===== src/rtl/pfd_pkg.sv =====
package pfd_pkg;

    localparam int PD_NUM_IN  = 2;
    localparam int PD_IDX_REF = 0;
    localparam int PD_IDX_VCO = 1;

    typedef enum logic [1:0] {
        PD_IDLE    = 2'b00,
        PD_PUMP_UP = 2'b01,
        PD_PUMP_DN = 2'b10
    } pd_state_e;

    typedef struct packed {
        logic int_drive;
        logic int_oe;
        logic ext_up_on;
        logic ext_dn_on;
    } pump_drive_t;

    function automatic pump_drive_t pd_map_drive(
        input pd_state_e st,
        input logic      int_en,
        input logic      ext_en,
        input logic      off
    );
        pump_drive_t d;
        logic        act_up;
        logic        act_dn;
        act_up      = (st == PD_PUMP_UP) && !off;
        act_dn      = (st == PD_PUMP_DN) && !off;
        d.int_oe    = int_en && (act_up || act_dn);
        d.int_drive = int_en && act_up;
        d.ext_up_on = ext_en && act_up;
        d.ext_dn_on = ext_en && act_dn;
        return d;
    endfunction

endpackage


===== src/rtl/pfd_rise_detect.sv =====
module pfd_rise_detect #(
    parameter int NUM_IN = pfd_pkg::PD_NUM_IN
) (
    input  logic              clk,
    input  logic              rst,
    input  logic [NUM_IN-1:0] sig_in,
    output logic [NUM_IN-1:0] rise
);

    for (genvar i = 0; i < NUM_IN; i++) begin : g_ch
        logic prev_q;
        always_ff @(posedge clk) begin
            if (rst) prev_q <= 1'b0;
            else     prev_q <= sig_in[i];
        end
        assign rise[i] = sig_in[i] & ~prev_q;
    end

endmodule


===== src/rtl/pfd_pump_fsm.sv =====
module pfd_pump_fsm
    import pfd_pkg::*;
(
    input  logic      clk,
    input  logic      rst,
    input  logic      off,
    input  logic      ref_rise,
    input  logic      vco_rise,
    output pd_state_e state
);

    pd_state_e nxt;

    always_comb begin
        nxt = state;
        if (off) begin
            nxt = PD_IDLE;
        end else begin
            case (state)
                PD_IDLE: begin
                    if (ref_rise && !vco_rise)      nxt = PD_PUMP_UP;
                    else if (vco_rise && !ref_rise) nxt = PD_PUMP_DN;
                end
                PD_PUMP_UP: if (vco_rise) nxt = PD_IDLE;
                PD_PUMP_DN: if (ref_rise) nxt = PD_IDLE;
                default:    nxt = PD_IDLE;
            endcase
        end
    end

    always_ff @(posedge clk) begin
        if (rst) state <= PD_IDLE;
        else     state <= nxt;
    end

endmodule


===== src/rtl/pfd_drive_map.sv =====
module pfd_drive_map
    import pfd_pkg::*;
(
    input  pd_state_e   state,
    input  logic        int_en,
    input  logic        ext_en,
    input  logic        off,
    output pump_drive_t drv
);

    assign drv = pd_map_drive(state, int_en, ext_en, off);

endmodule


===== src/rtl/pfd_tristate_top.sv =====
module pfd_tristate_top
    import pfd_pkg::*;
(
    input  logic clk,
    input  logic rst,
    input  logic ref_pulse,
    input  logic vco_pulse,
    input  logic int_en,
    input  logic ext_en,
    input  logic sleep,
    input  logic hold_clear,
    output logic int_drive,
    output logic int_oe,
    output logic ext_up_on,
    output logic ext_dn_on
);

    logic [PD_NUM_IN-1:0] pulses;
    logic [PD_NUM_IN-1:0] rises;
    logic                 off;
    pd_state_e            state;
    pump_drive_t          drv;

    assign off                = sleep | hold_clear;
    assign pulses[PD_IDX_REF] = ref_pulse;
    assign pulses[PD_IDX_VCO] = vco_pulse;

    pfd_rise_detect #(.NUM_IN(PD_NUM_IN)) u_rise (
        .clk    (clk),
        .rst    (rst),
        .sig_in (pulses),
        .rise   (rises)
    );

    pfd_pump_fsm u_fsm (
        .clk      (clk),
        .rst      (rst),
        .off      (off),
        .ref_rise (rises[PD_IDX_REF]),
        .vco_rise (rises[PD_IDX_VCO]),
        .state    (state)
    );

    pfd_drive_map u_map (
        .state  (state),
        .int_en (int_en),
        .ext_en (ext_en),
        .off    (off),
        .drv    (drv)
    );

    assign int_drive = drv.int_drive;
    assign int_oe    = drv.int_oe;
    assign ext_up_on = drv.ext_up_on;
    assign ext_dn_on = drv.ext_dn_on;

endmodule


===== config.mk =====
export PLATFORM = sky130hd
export DESIGN_NAME = pfd_tristate_top
export DESIGN_NICKNAME = d
export VERILOG_FILES = /design/src/rtl/pfd_pkg.sv /design/src/rtl/pfd_rise_detect.sv /design/src/rtl/pfd_pump_fsm.sv /design/src/rtl/pfd_drive_map.sv /design/src/rtl/pfd_tristate_top.sv
export SDC_FILE = /design/constraint.sdc
export NUM_CORES = 1
export LEC_CHECK = 0
export ABC_AREA = 0
export CAP_MARGIN = 15
export CORE_AREA = 4 4 41 43
export DETAILED_ROUTE_END_ITERATION = 6
export DIE_AREA = 0 0 45 47
export SETUP_SLACK_MARGIN = 0.3
export SLEW_MARGIN = 5
export SYNTH_ARGS = -nofsm -noshare
export SYNTH_HDL_FRONTEND = slang
export SYNTH_SLANG_ARGS = --single-unit

===== constraint.sdc =====
create_clock -name clk -period 0.82 [get_ports clk]
set_clock_uncertainty 0.05 [all_clocks]
set_input_delay 0.082 -clock clk [delete_from_list [all_inputs] [get_ports clk]]
set_output_delay 0.082 -clock clk [all_outputs]
set_load 0.05 [all_outputs]

; Word level (Yosys, flattened, before mapping)
; Cells that the tools add are included.
[word_totals]
register_bits = 4
in_bits = 8
wordCells = 33
[classes]
n_reduce_logical = 15
mux = 5
eq_ne = 5
bitwise = 5
[op_table]
columns = op, n
row1 = $logic_and A1 B1 Y1, 8
row2 = $mux W2, 4
row3 = $pmux W2 S3, 1
row4 = $ne A2 B1 Y1 const B, 2
row5 = $logic_not A1 Y1, 3
row6 = $ne A3 B1 Y1 const B, 1
row7 = $reduce_and A3 Y1, 1
row8 = $and A1 B1 Y1, 2
row9 = $eq A2 B1 Y1 const B, 1
row10 = $eq A2 B2 Y1 const B, 1
row11 = $logic_not A2 Y1, 1
row12 = $not A1 Y1, 2
row13 = $reduce_or A2 Y1, 1
row14 = $logic_or A1 B1 Y1, 1
row15 = $or A1 B1 Y1, 1

; Logic depth before layout (Yosys ltp)
[logic_depth]
ltp_word = 7
mapped_depth = 3

; Hierarchy
; From an unflattened synthesis, not the netlist that was laid out.
[hier_totals]
hier_cells = 25
area_unflattened_um2 = 247.7
[modules_own_cells]
columns = mod, cells_per_inst, instances, area_per_inst_um2, seq_area_each_um2
row1 = pfd_pump_fsm, 10, 1, 116.4, 40.0
row2 = pfd_rise_detect, 6, 1, 70.1, 40.0
row3 = pfd_drive_map, 8, 1, 55.1, 0.0
row4 = pfd_tristate_top, 1, 1, 6.3, 0.0

; Least setup slack after synthesis
; Ideal clock, no wire load.
[synth_timing]
path_type = reg-to-output
startpoint = register u_fsm.state[1]
endpoint = output port ext_dn_on
setup_slack_ps = -1212
stages_incl_launch_ff = 3
arrival_time_ps = 1900
cell_sequence = dfxtp_1 nand2_1 nor4_1
[synth_between]
elab_chain_cells = 3
[synth_rtl]
columns = element, line
row1 = from (decl), pfd_pump_fsm.sv:9  ; output pd_state_e state
row2 = from (signal assigned), pfd_pump_fsm.sv:33  ; else state <= nxt;
row3 = $eq A2 B2 Y1, pfd_pkg.sv:30  ; act_dn = (st == PD_PUMP_DN) && !off;
row4 = $logic_and A1 B1 Y1, pfd_pkg.sv:30
row5 = $logic_and A1 B1 Y1, pfd_pkg.sv:34  ; d.ext_dn_on = ext_en && act_dn;
row6 = to (decl), pfd_tristate_top.sv:15  ; output logic ext_dn_on
; Every way passes these cells.

; Final worst setup path
[layout_timing]
startpoint = input port hold_clear
endpoint = output port int_oe
[layout_between]
elab_chain_cells = 5
elab_cells_between_ends = 6
classes_between = 1 x bitwise / 5 x reduce/logical
[layout_rtl]
columns = element, line
row1 = from (decl), pfd_tristate_top.sv:11  ; input logic hold_clear,
row2 = $or A1 B1 Y1 (*), pfd_tristate_top.sv:24  ; assign off = sleep | hold_clear;
row3 = $logic_not A1 Y1 (*), "pfd_pkg.sv:29, pfd_pkg.sv:30"
row4 = $logic_and A1 B1 Y1 (on tied branches), "pfd_pkg.sv:29, pfd_pkg.sv:30"
row5 = $logic_or A1 B1 Y1 (*), pfd_pkg.sv:31  ; d.int_oe = int_en && (act_up || act_dn);
row6 = $logic_and A1 B1 Y1 (*), pfd_pkg.sv:31
row7 = to (decl), pfd_tristate_top.sv:13  ; output logic int_oe,
; Mark *: on every way between the ends. The rest lies on a longest branch, timed or not.

==> results.md <==
- Outcome: finished with violations
- Failing checks: negative setup slack
- Fill cells: 151
- Period utilisation layout: 159%
- Drt via density: 4.12
- DRC Markers: 0
- Area leader, netlist: dfxtp_1
- Remaining Overflow, GRT: 0
- Routed wire per std cell: 9.60 um
- Post-synth ARST share: 0%
- TritonCTS clock tree: built
- Clock Path Buffers: 2
- Final wirelength: 499 um
- Post-Syn Instances: 19
- CTS H-tree depth: 1
- First-pass GRT wire length: 848 um
- Cts bufs inserted: 3
- Clock sinks: 4
- Footprint of the multi-input gates: 139 um2
- RePlAce Congestion: 0.696
- Largest delay share family, worst path: buffers and inverters
- Post-CTS setup buffer count: 0
- Storage element area: 82.6 um2
- Worst-Margin Slew: 0.260 ns
- Yosys warns: 0
- Post-synth cell types: 11
- Critical-path cell list: clkdlybuf4s50_1 -> buf_4 -> nor4b_4 -> buf_12
- CP Data Required Time: 0.69 ns
- Mapped Area: 189 um2
- CP arrival: 1.17 ns
- CP endpoint kind: output pin
- ANT cells: 0
- Post-synth top cells: dfxtp_1 (4), nor2b_1 (3), and3_1 (2), nor3_1 (2), nor4b_2 (2)
- Power Density: 1200 mW/mm2
- Rel. slew slack: 82.5%
- Row count: 13
- Fmax: 769 MHz
- P_leak: 0.000186 uW
- Register area share after synthesis: 42.4%
- #FFs+latches synth: 4
- Die ar.: 0.00212 mm2
- Core box area: 0.00130 mm2
- Vias: 214
- Root buf cell: clkbuf_4
- Final #Nets: 47
- Crit start category: input port
- Minimum clock period: 1.30 ns
- Worst-path clk slew: 0.04 ns
- RSZ-0062 raised after global routing: yes
- Crit-path max FO: 3
- Layout cells sized above 1: 51.4%
- Largest cells by area after synthesis: dfxtp_1 (42%), nor4b_2 (16%), nor2b_1 (9.9%), and3_1 (6.6%), nor3_1 (5.3%)
- Worst skew pair latency: 0.23 ns
- Initial antenna violation count: 0
- Critical-path top delay cell: clkdlybuf4s50_1
- All-Layer GR Usage: 5.92%
- Most common cell in the netlist: dfxtp_1
- Largest net degree at the start of global routing: 5
- Area growth syn-to-layout: 134%
- Post-CTS Hold Buffers: 0
- Vias in the first global route: 224
- Setup WS pre-CTS: -0.489 ns
- Setup ws final: -0.481 ns
- Syn_area_per_cell: 9.94 um2
- DRT iter0 DRCs: 0
- Yosys top cell area share: 42.4%
- Fin area: 442 um2
- Count of final hold-check violations: 0
- Fin. max-slew vios: 0
- Kind of critical path: input port to output pin
- Syn_nets: 27
- Post-CTS sizing: 4
- IO Port Bufs: 11
- DR pass1 iterations: 1
- Hold Crit Class: input port to flip-flop
- Worst Path Buf+Inv: 3
- Initial core utilization: 14.5%
- EDFF count, synth: 0
- Post-DP HPWL: 433 um
- IR Drop Worst-Case VDD: 478 uV
- I/O pin count: 12
- Max Cap Viol: 0
- Die Y: 47 um
- Die width: 45 um
- Antenna Violating Nets Remaining: 0
- Setup violations, final: 6
- Placed inst area: 424 um2
- Synth Flop Type: dfxtp_1
- Peak per-stage delay on the critical path: 0.43 ns
==> kinds of logic (layout without fill, tap and decap cells) <==
group           count (synthesis)  count (layout)  share of synthesized area [%]
xor+xnor                        1               1                           4.64
simple gates                   11              11                           43.0
compound gates                  2               2                           7.94
buf+inv                         1              19                           1.98
flops                           4               4                           42.4
==> through the flow <==
stage          total power [uW]  cells  util, %  hold slack, ns  TNS, ns
3_5_place_dp                300     49     32.6           0.521    -2.98
3_3_place_gp                299     49     32.6           0.510    -2.89
6_report                    529     52     33.9           0.156    -2.22
2_1_floorplan               237     19        -           0.104    -1.11
4_1_cts                     545     52     33.9           0.158    -2.34
5_1_grt                     556     52     33.9           0.182    -2.58
==> power breakdown <==
part	switching, uW	internal [uW]	leakage, uW	total (uW)
sequential	4.28	203	0.0000338	207
clock	76.9	163	0.0000138	240
combinational	33.2	48.3	0.000139	81.5
==> sequential cells by signal, summed over array words and instances, names as in the netlist <==
| register | cells |
|---|---|
| u_fsm.state | 2 |
| u_rise.g_ch.prev_q | 2 |
==> placed cells by master, fill, tap and decap left out <==
cell type        count
o211a_1              1
clkdlybuf4s50_1      3
dfxtp_2              2
nor4b_2              1
nor4_4               1
buf_12               4
nor2b_1              3
buf_4                4
a21oi_1              1
nand2_1              1
nor3_1               2
dlygate4sd2_1        4
clkbuf_4             3
and3_2               2
dfxtp_1              2
xnor2_2              1
nor4b_4              1
inv_1                1
==> layout make-up <==
cell class,instances,area share [%]
Clock buffer,3,5.10
Inverter,1,0.850
Multi-Input combinational cell,14,31.4
Sequential cell,4,18.7
Tap cell,15,4.25
Timing Repair Buffer,15,39.7
==> per-layer routing <==
metal,part of all wire (%),routed length (um),GRT usage [%],up-vias
met5,0,0,0,-
met4,0,0,7.02,0
met3,16,80,1.53,0
met2,45,225,9.60,12
met1,39,193,5.68,95
li1,-,-,-,107
==> worst paths after layout <==
kind	start	to	slack [ns]	depth (start not counted)
setup / recovery	hold_clear	int_oe	-0.48	4
hold / removal	vco_pulse	u_rise.g_ch[1].prev_q	0.16	2
setup reg to reg	u_fsm.state[0]	u_fsm.state[1]	-0.14	3
hold reg to reg	u_rise.g_ch[1].prev_q	u_fsm.state[0]	0.51	2
==> worst reg2reg max path, delay by kind of cell, from the launching register on <==
family	cells	cell delay [ns]
compound gates	2	0.36
buf+inv	1	0.14
flops	1	0.34
(Power assumes the default switching activity.)
